## src/rtl/iova_walk_pkg.sv

```systemverilog
package iova_walk_pkg;
   typedef enum logic [2:0] {
      WK_IDLE  = 3'd0,
      WK_DIR   = 3'd1,
      WK_LEAF  = 3'd2,
      WK_DONE  = 3'd3,
      WK_FAULT = 3'd4
   } walk_state_e;

   typedef enum logic [1:0] {
      FK_NONE = 2'd0,
      FK_PAGE = 2'd1,
      FK_BUS  = 2'd2
   } fault_kind_e;

   localparam int unsigned ENT_VALID_BIT = 0;
   localparam int unsigned ENT_RD_BIT    = 1;
   localparam int unsigned ENT_WR_BIT    = 2;
endpackage

```

## src/rtl/iova_addr_gen.sv

```systemverilog
module iova_addr_gen #(
   parameter int unsigned VA_W     = 32,
   parameter int unsigned IDX_W    = 10,
   parameter int unsigned OFF_W    = 12,
   parameter int unsigned ENTRY_SH = 2
) (
   input  logic [VA_W-1:0]       vaddr,
   input  logic [VA_W-1:0]       base,
   input  logic [VA_W-OFF_W-1:0] table_pfn,
   output logic [VA_W-1:0]       dir_addr,
   output logic [VA_W-1:0]       leaf_addr
);
   logic [IDX_W-1:0] dir_idx;
   logic [IDX_W-1:0] leaf_idx;

   assign dir_idx  = vaddr[VA_W-1 -: IDX_W];
   assign leaf_idx = vaddr[OFF_W +: IDX_W];

   assign dir_addr  = base + (VA_W'(dir_idx) << ENTRY_SH);
   assign leaf_addr = {table_pfn, {OFF_W{1'b0}}} + (VA_W'(leaf_idx) << ENTRY_SH);
endmodule

```

## src/rtl/iova_entry_eval.sv

```systemverilog
module iova_entry_eval #(
   parameter bit CHECK_PERM = 1'b1
) (
   input  logic [2:0] ent_low,
   input  logic       is_write,
   output logic       present,
   output logic       allowed
);
   import iova_walk_pkg::*;

   assign present = ent_low[ENT_VALID_BIT];

   generate
      if (CHECK_PERM) begin : g_perm
         assign allowed = is_write ? ent_low[ENT_WR_BIT] : ent_low[ENT_RD_BIT];
      end else begin : g_noperm
         logic unused_perm;
         assign unused_perm = ^{ent_low[ENT_WR_BIT], ent_low[ENT_RD_BIT], is_write};
         assign allowed = 1'b1;
      end
   endgenerate
endmodule

```

## src/rtl/iova_walk_fsm.sv

```systemverilog
module iova_walk_fsm #(
   parameter int unsigned VA_W = 32
) (
   input  logic                        clk,
   input  logic                        rst_n,
   input  logic                        req_valid,
   input  logic [VA_W-1:0]             dir_addr,
   input  logic [VA_W-1:0]             leaf_addr,
   input  logic                        rsp_valid,
   input  logic                        rsp_err,
   input  logic                        present,
   input  logic                        allowed,
   output logic                        ready,
   output logic                        accept,
   output logic                        leaf_take,
   output logic                        fault_take,
   output logic                        mem_req_valid,
   output logic [VA_W-1:0]             mem_req_addr,
   output iova_walk_pkg::walk_state_e  state,
   output iova_walk_pkg::fault_kind_e  kind
);
   import iova_walk_pkg::*;

   walk_state_e state_d;
   fault_kind_e kind_d;
   logic        issue_d;
   logic [VA_W-1:0] addr_d;

   always_comb begin
      state_d    = state;
      kind_d     = kind;
      issue_d    = 1'b0;
      addr_d     = mem_req_addr;
      leaf_take  = 1'b0;
      fault_take = 1'b0;
      case (state)
         WK_IDLE: begin
            if (req_valid) begin
               state_d = WK_DIR;
               issue_d = 1'b1;
               addr_d  = dir_addr;
               kind_d  = FK_NONE;
            end
         end
         WK_DIR: begin
            if (rsp_valid) begin
               if (rsp_err) begin
                  state_d = WK_FAULT; kind_d = FK_BUS; fault_take = 1'b1;
               end else if (!present) begin
                  state_d = WK_FAULT; kind_d = FK_PAGE; fault_take = 1'b1;
               end else begin
                  state_d = WK_LEAF; issue_d = 1'b1; addr_d = leaf_addr;
               end
            end
         end
         WK_LEAF: begin
            if (rsp_valid) begin
               if (rsp_err) begin
                  state_d = WK_FAULT; kind_d = FK_BUS; fault_take = 1'b1;
               end else if (!present || !allowed) begin
                  state_d = WK_FAULT; kind_d = FK_PAGE; fault_take = 1'b1;
               end else begin
                  state_d = WK_DONE; leaf_take = 1'b1;
               end
            end
         end
         WK_DONE:  state_d = WK_IDLE;
         WK_FAULT: state_d = WK_IDLE;
         default:  state_d = WK_IDLE;
      endcase
   end

   assign ready  = (state == WK_IDLE);
   assign accept = ready && req_valid;

   always_ff @(posedge clk or negedge rst_n) begin
      if (!rst_n) begin
         state         <= WK_IDLE;
         kind          <= FK_NONE;
         mem_req_valid <= 1'b0;
         mem_req_addr  <= '0;
      end else begin
         state         <= state_d;
         kind          <= kind_d;
         mem_req_valid <= issue_d;
         mem_req_addr  <= addr_d;
      end
   end
endmodule

```

## src/rtl/iova_walker.sv

```systemverilog
module iova_walker #(
   parameter int unsigned VA_W        = 32,
   parameter int unsigned IDX_W       = 10,
   parameter int unsigned OFF_W       = 12,
   parameter int unsigned ENTRY_BYTES = 4,
   parameter bit          CHECK_PERM  = 1'b1
) (
   input  logic                   clk,
   input  logic                   rst_n,
   input  logic                   req_valid,
   output logic                   req_ready,
   input  logic [VA_W-1:0]        req_vaddr,
   input  logic                   req_write,
   input  logic [VA_W-1:0]        dir_base,
   output logic                   mem_req_valid,
   output logic [VA_W-1:0]        mem_req_addr,
   input  logic                   mem_rsp_valid,
   input  logic [VA_W-1:0]        mem_rsp_data,
   input  logic                   mem_rsp_err,
   output logic                   done_valid,
   output logic [VA_W-1:0]        done_paddr,
   output logic                   fill_valid,
   output logic [VA_W-OFF_W-1:0]  fill_vpn,
   output logic [VA_W-OFF_W-1:0]  fill_ppn,
   output logic [OFF_W-1:0]       fill_flags,
   output logic                   page_fault,
   output logic                   bus_error,
   output logic [VA_W-1:0]        fault_vaddr,
   output logic                   fault_write
);
   import iova_walk_pkg::*;

   localparam int unsigned PFN_W    = VA_W - OFF_W;
   localparam int unsigned ENTRY_SH = $clog2(ENTRY_BYTES);

   generate
      if (2 * IDX_W + OFF_W != VA_W) begin : g_bad_split
         $error("address split does not cover VA_W");
      end
      if (ENTRY_BYTES * 8 != VA_W) begin : g_bad_entry
         $error("entry width must equal VA_W");
      end
      if ((1 << (IDX_W + ENTRY_SH)) != (1 << OFF_W)) begin : g_bad_table
         $error("a table must fill exactly one page");
      end
   endgenerate

   walk_state_e state;
   fault_kind_e kind;
   logic        accept, leaf_take, fault_take;
   logic        present, allowed;
   logic [VA_W-1:0] dir_addr, leaf_addr, vaddr_sel;
   logic [VA_W-1:0] vaddr_q;
   logic            write_q;
   logic [VA_W-1:0] leaf_q;
   logic [VA_W-1:0] flt_vaddr_q;
   logic            flt_write_q;

   assign vaddr_sel = (state == WK_IDLE) ? req_vaddr : vaddr_q;

   iova_addr_gen #(
      .VA_W(VA_W), .IDX_W(IDX_W), .OFF_W(OFF_W), .ENTRY_SH(ENTRY_SH)
   ) u_addr (
      .vaddr     (vaddr_sel),
      .base      (dir_base),
      .table_pfn (mem_rsp_data[VA_W-1:OFF_W]),
      .dir_addr  (dir_addr),
      .leaf_addr (leaf_addr)
   );

   iova_entry_eval #(.CHECK_PERM(CHECK_PERM)) u_eval (
      .ent_low  (mem_rsp_data[2:0]),
      .is_write (write_q),
      .present  (present),
      .allowed  (allowed)
   );

   iova_walk_fsm #(.VA_W(VA_W)) u_fsm (
      .clk           (clk),
      .rst_n         (rst_n),
      .req_valid     (req_valid),
      .dir_addr      (dir_addr),
      .leaf_addr     (leaf_addr),
      .rsp_valid     (mem_rsp_valid),
      .rsp_err       (mem_rsp_err),
      .present       (present),
      .allowed       (allowed),
      .ready         (req_ready),
      .accept        (accept),
      .leaf_take     (leaf_take),
      .fault_take    (fault_take),
      .mem_req_valid (mem_req_valid),
      .mem_req_addr  (mem_req_addr),
      .state         (state),
      .kind          (kind)
   );

   always_ff @(posedge clk or negedge rst_n) begin
      if (!rst_n) begin
         vaddr_q     <= '0;
         write_q     <= 1'b0;
         leaf_q      <= '0;
         flt_vaddr_q <= '0;
         flt_write_q <= 1'b0;
      end else begin
         if (accept) begin
            vaddr_q <= req_vaddr;
            write_q <= req_write;
         end
         if (leaf_take) leaf_q <= mem_rsp_data;
         if (fault_take) begin
            flt_vaddr_q <= vaddr_q;
            flt_write_q <= write_q;
         end
      end
   end

   assign done_valid  = (state == WK_DONE);
   assign done_paddr  = {leaf_q[VA_W-1:OFF_W], vaddr_q[OFF_W-1:0]};
   assign fill_valid  = (state == WK_DONE);
   assign fill_vpn    = vaddr_q[VA_W-1:OFF_W];
   assign fill_ppn    = leaf_q[VA_W-1:OFF_W];
   assign fill_flags  = leaf_q[OFF_W-1:0];
   assign page_fault  = (state == WK_FAULT) && (kind == FK_PAGE);
   assign bus_error   = (state == WK_FAULT) && (kind == FK_BUS);
   assign fault_vaddr = flt_vaddr_q;
   assign fault_write = flt_write_q;

   logic unused_pfn;
   assign unused_pfn = ^{PFN_W[0]};
endmodule

```

## config.mk

```make
export PLATFORM = sky130hd
export DESIGN_NAME = iova_walker
export DESIGN_NICKNAME = d
export VERILOG_FILES = /design/src/rtl/iova_walk_pkg.sv /design/src/rtl/iova_addr_gen.sv /design/src/rtl/iova_entry_eval.sv /design/src/rtl/iova_walk_fsm.sv /design/src/rtl/iova_walker.sv
export SDC_FILE = /design/constraint.sdc
export NUM_CORES = 1
export LEC_CHECK = 0
export BUFFER_PORTS_ARGS = -buffer_cell sky130_fd_sc_hd__buf_2
export CAP_MARGIN = 15
export CORE_MARGIN = 1.5
export CORE_UTILIZATION = 30
export CTS_CLUSTER_SIZE = 16
export DETAILED_ROUTE_END_ITERATION = 8
export HOLD_SLACK_MARGIN = 0.06
export PLACE_DENSITY = 0.52
export SLEW_MARGIN = 20
export SYNTH_ARGS = -nofsm -noshare
export SYNTH_HDL_FRONTEND = slang
export SYNTH_SLANG_ARGS = --single-unit
export TNS_END_PERCENT = 50
```

## constraint.sdc

```tcl
create_clock -name clk -period 10.5 [get_ports clk]
set_input_delay 1.05 -clock clk [delete_from_list [all_inputs] [get_ports clk]]
set_output_delay 1.05 -clock clk [all_outputs]
set_load 0.01 [all_outputs]
```

Word level (Yosys, flattened, before mapping)
Index checks and enable logic that the tools add are counted.

Bits in registers: 136. Input port bits: 102. Output and inout port bits: 155. Word-level logic and storage cells: 75.

Add/sub/neg operators: 2. Equal/unequal tests: 13. Multiplexer cells: 39. Reductions and logical operators: 12.

Operator list (count): 2-to-1 mux 32 bit (5); adder 32 x 12 -> 32 bit (2); one-hot mux 32 bit (2 select lines) (1); 2-to-1 mux 3 bit (7); 2-to-1 mux 1 bit (15); 2-to-1 mux 2 bit (7); inequality test 2 bit, second input constant (5); one-hot mux 3 bit (3 select lines) (1); equality test 3 x 2 -> 1 bit, second input constant (2); one-hot mux 2 bit (3 select lines) (1); AND reduction 6 bit (1); AND reduction 5 bit (1); one-hot mux 1 bit (2 select lines) (2); equality test 3 x 1 -> 1 bit, second input constant (1); equality test 3 bit, second input constant (1); logical AND 1 bit (3); zero test 3 bit (1); inequality test 3 x 2 -> 1 bit, second input constant (1); inequality test 3 bit, second input constant (1); AND reduction 3 bit (1); nonzero test 3 bit (1); equality test 2 x 1 -> 1 bit, second input constant (1); equality test 2 bit, second input constant (1); zero test 1 bit (2); 2 further kinds (2).

Longest topological paths before layout
Word-level depth: 7. Mapped depth: 14. Gate-level depth less buffers: 12.

Modules after synthesis
A second synthesis with hierarchy kept.

Cells, all modules: 607. Area total of the unflattened synthesis: 7375.8 sq um.

By module, submodules not included: iova_walker (times used 1, cells each 270, area an instance 4214.0 sq um, sequential area each 2452.4 sq um); iova_walk_fsm (times used 1, cells each 181, area an instance 2015.7 sq um, sequential area each 950.9 sq um); iova_addr_gen (times used 1, cells each 154, area an instance 1123.6 sq um, sequential area each 0.0 sq um); iova_entry_eval (times used 1, cells each 2, area an instance 22.5 sq um, sequential area each 0.0 sq um).

Worst setup path before layout
Ideal clock, no wire load.

Path type: reg2reg. Start point: register u_fsm.state[2]. End point: register u_fsm.mem_req_addr[25]. Library setup time: 135 ps. Arrival: 3372 ps. Data required time: 10365 ps. Path slack: 6993 ps. Cell stages (with the launch flop): 14. Path buffers: 3. Clock period less this slack: 3507 ps. Path through: dfrtp_1 clkbuf_1 nor3_1 clkbuf_1 mux2_2 ha_1 a21o_1 a21o_1 a221o_1 a31o_2 buf_2 nand4_1 xor2_1 o22ai_1.

Cells in the longest elaborated chain, start to end: 7. Elaborated cells on any way between the ends: 16. Those cells by class: add/sub (2); eq/ne (5); mux (6); reduce/logical (3).

Ends and longest elaborated chain: start, declared (line iova_walk_fsm.sv:19) `output iova_walk_pkg::walk_state_e state,`; start signal, assigned (line iova_walk_fsm.sv:83) `state <= state_d;`; zero test 3 bit (*); net req_ready (line iova_walker.sv:11) `output logic req_ready,`; 2-to-1 mux 32 bit (line iova_walker.sv:59) `assign vaddr_sel = (state == WK_IDLE) ? req_vaddr : vaddr_q;`; adder 32 x 12 -> 32 bit (line iova_addr_gen.sv:20) `assign leaf_addr = {table_pfn, {OFF_W{1'b0}}} + (VA_W'(leaf_idx) << ENTRY_SH);`; 2-to-1 mux 32 bit (line iova_walk_fsm.sv:49) `end else if (!present) begin`; 2-to-1 mux 32 bit (line iova_walk_fsm.sv:47) `if (rsp_err) begin`; 2-to-1 mux 32 bit (line iova_walk_fsm.sv:46) `if (rsp_valid) begin`; one-hot mux 32 bit (2 select lines) (line iova_walk_fsm.sv:36) `case (state)`; end signal, assigned (line iova_walk_fsm.sv:86) `mem_req_addr <= addr_d;`; end, declared (line iova_walk_fsm.sv:18) `output logic [VA_W-1:0] mem_req_addr,`.

The timed path passes the listed nets; every way through them passes the cells marked *. The select of a mux whose other input is x is not followed. A chain may end at the register's enable or synchronous reset.

Worst setup path after layout
Start point: register u_fsm.state[2]. End point: register u_fsm.mem_req_addr[28].

Cells in the longest elaborated chain, start to end: 7. Elaborated cells on any way between the ends: 16. Those cells by class: add/sub (2); eq/ne (5); mux (6); reduce/logical (3).

Ends and longest elaborated chain (line): zero test 3 bit (iova_walk_fsm.sv:36, iova_walker.sv:59); 2-to-1 mux 32 bit (iova_walker.sv:59); adder 32 x 12 -> 32 bit (iova_addr_gen.sv:20); 2-to-1 mux 32 bit (iova_walk_fsm.sv:49); 2-to-1 mux 32 bit (iova_walk_fsm.sv:47); 2-to-1 mux 32 bit (iova_walk_fsm.sv:46); one-hot mux 32 bit (2 select lines) (iova_walk_fsm.sv:36).

Parallel ways exist; a longest one is shown, timed or not. The select of a mux whose other input is x is not followed.

==> flow_metrics.py <==
metrics = {
    "route": {
        "drtPass1Iterations": 7,
        "via_count": 5525,
        "drc": 0,
        "wl_per_cell_um": 16.3,
        "wirelength_mm": 19.6,
        "final_antenna_net_count": 0,
        "drtIter0Drc": 218,
        "vias_per_cell": 4.59,
    },
    "logic_synthesis": {
        "synthAdderAreaFrac": 0.0225,
        "synth-compound-area-share": 0.0799,
        "yosys_warnings": 0,
        "synthMuxAreaShare": 0.0764,
        "synthTopCellsByArea": "dfrtp_1 53%, nand2_1 13%, mux2_2 7.5%",
        "ys_ff_latch": 136,
        "syn_area_per_cell_um2": 9.40,
        "ys_seq_area_frac": 0.526,
        "yosys.area.top_type_share": 0.526,
        "synth_top_flop_cell": "dfrtp_1",
        "synth-simple-area-share": 0.208,
        "ys_types": 47,
        "synth_top_family_by_area": "simple AND/OR/NAND/NOR gates",
        "syn_area_um2": 6460,
        "synth_most_common_cell": "nand2_1",
        "yosys.area.top_type": "dfrtp_1",
        "syn_nets": 801,
        "synthCells": 688,
        "synthXorXnorAreaFrac": 0.0339,
        "netlist_top_cells_count": "221 x nand2_1, 136 x dfrtp_1, 43 x mux2_2",
        "ys_async_sr_fraction": 1.00,
        "synth_edf_count": 0,
    },
    "placed_design": {
        "placed_cell_area_um2": 7870,
        "port_buffers": 256,
        "place.gp.congestion": 0.786,
        "dp.final_hpwl_mm": 13.6,
    },
    "floorplan": {
        "design.die.area_um2": 22400,
        "core_um2": 21100,
        "rows": 53,
        "die_width_um": 150,
        "fp.dieH_um": 150,
        "start_util": 0.307,
        "ios": 257,
    },
    "layout": {
        "regArea_um2": 3400,
        "final_area_um2": 8490,
        "multiInputGateArea_um2": 2750,
        "n_fill_cell": 2149,
        "drive_gt1_frac": 0.380,
        "num-nets-final": 1027,
        "area_growth_pct": 31.3,
    },
    "critical_path": {
        "critical_path_class": "register to register",
        "cp_slowest_cell": "nor3_2",
        "start_kind": "register",
        "worst_ep_arrival_time_ps": 4030,
        "critical_path_buf_inv_count": 0,
        "r2r_slack_ps": 6750,
        "timing.rr.end": "u_fsm.mem_req_addr[28]",
        "crit_chain": "nor3_2 -> mux2_2 -> ha_1 -> a21o_1 -> a21o_1 -> a221o_1 -> a31oi_4 -> nand4b_1 -> xor2_1 -> o22ai_1",
        "crit_path_end_kind": "register",
        "r2r-start": "u_fsm.state[2]",
        "setup.worst_path.start": "u_fsm.state[2]",
        "slowest_delay_ps": 730,
        "crit_top_cell": "a21o_1",
        "rr_worst_depth": 10,
        "path_delay_family": "compound AO/OA/AOI/OAI gates",
        "worst-path-max-fanout": 14,
        "cp_data_required_time_ps": 10790,
    },
    "clock_network": {
        "cts_root_buf": "clkbuf_16",
        "holdBufCountCts": 0,
        "numCtsBuffers": 17,
        "clk_latency_ps": 420,
        "cts_setup_buffers": 0,
        "cts_tree": "built",
        "htreeDepth": 4,
        "cts_max_path_buffers": 2,
        "cts_sinks": 136,
        "cts.repair.resized": 0,
        "clk_pin_slew_ps": 60,
    },
    "run_status": {
        "outcome": "finished, final reports clean",
    },
    "sta": {
        "worstMarginPinSlew_ps": 813,
        "hold_violations": 0,
        "rsz0062_at_grt": "no",
        "setup_tns_ps": 0,
        "slew_headroom": 0.458,
        "hold_ws_ps": 463,
        "setup_viol_count_final": 0,
        "clock_skew_ps": 11.6,
        "period_needed_ps": 3750,
        "min_period_over_period": 0.357,
        "fmax_ghz": 0.267,
        "final_max_slew_viol_count": 0,
    },
    "grt": {
        "grtUsageTotal": 0.180,
        "grt_pass1_vias": 5425,
        "antenna_found_initial": 4,
        "grt_pass1_wl_mm": 30.6,
        "grt_max_degree": 76,
        "grt_overflow_total": 0,
    },
    "worst_hold_path": {
        "hold_end": "leaf_q[0]",
        "min_path_type": "register to register",
        "min-delay-start": "leaf_q[0]",
        "hold-path-cell-count": 1,
    },
    "power": {
        "p_leak_nw": 4.55,
        "power_w": 0.00265,
        "powerDensity_nw_per_um2": 312,
        "peakVddDrop_uv": 119,
    },
    "flow_run": {
        "drv_cap": 0,
    },
}
## power by group
group / leakage, nW / total (W) / internal [W] / switching, W
clock network: 0.301 / 0.000635 / 0.000380 / 0.000256
logic: 2.54 / 0.00112 / 0.000450 / 0.000668
registers: 1.71 / 0.000898 / 0.000743 / 0.000155
## state kept, by name (all words and copies together), names as in the netlist
name / cells
fault_write: 1
vaddr_q: 32
write_q: 1
u_fsm.mem_req_valid: 1
u_fsm.state: 3
u_fsm.mem_req_addr: 32
fault_vaddr: 32
leaf_q: 32
u_fsm.kind: 2
## metal layers
metal	share of wire	track usage	vias up
li1	-	-	2710
met1	0.44	0.229	2621
met2	0.48	0.295	174
met3	0.069	0.0500	18
met4	0.013	0.0578	2
met5	0.00066	0	-
## worst max path at each step
stage	to	slack, ps	cells after the start
after global routing	u_fsm.mem_req_addr[28]	6550	10
after detailed placement	u_fsm.mem_req_addr[28]	6760	10
final	u_fsm.mem_req_addr[28]	6750	10
after CTS	u_fsm.mem_req_addr[28]	6740	10
after floorplan	u_fsm.mem_req_addr[25]	6990	13
after global placement	u_fsm.mem_req_addr[30]	6750	10
## layout make-up
type	count	share of cell area
Inverter	8	0.00354
Tap cell	275	0.0405
Sequential cell	136	0.401
Clock buffer	17	0.0501
Multi-Input combinational cell	487	0.323
Timing Repair Buffer	264	0.159
Antenna cell	1	0.000295
Clock inverter	15	0.0223
## stage by stage
stage	util	cells	setup slack [ps]
final	0.402	1203	6750
after global routing	0.402	1203	6550
after CTS	0.402	1202	6740
after detailed placement	0.373	1170	6760
after global placement	0.373	1170	6750
after floorplan	-	688	6990
## layout by cell type, fill, tap and decap left out, types with 14 or more instances in the layout
cell type and count:
nand3_1 14, buf_2 255, nor2_1 40, o22ai_1 16, clkbuf_16 17, nand2_1 221, mux2_2 43, a21oi_1 42
xor2_1 16, dfrtp_1 136
## cells by family (layout without fill, tap and decap cells)
kind of cell	count (synthesis)	in the layout
adder cells (fa/ha/maj)	11	11
buffers and inverters	65	304
flip-flops	136	136
XOR/XNOR	25	25
AND/OR/NAND/NOR	320	320
other	0	1
AO/OA/AOI/OAI	87	87
multiplexers	44	44
(Power assumes the default switching activity.)
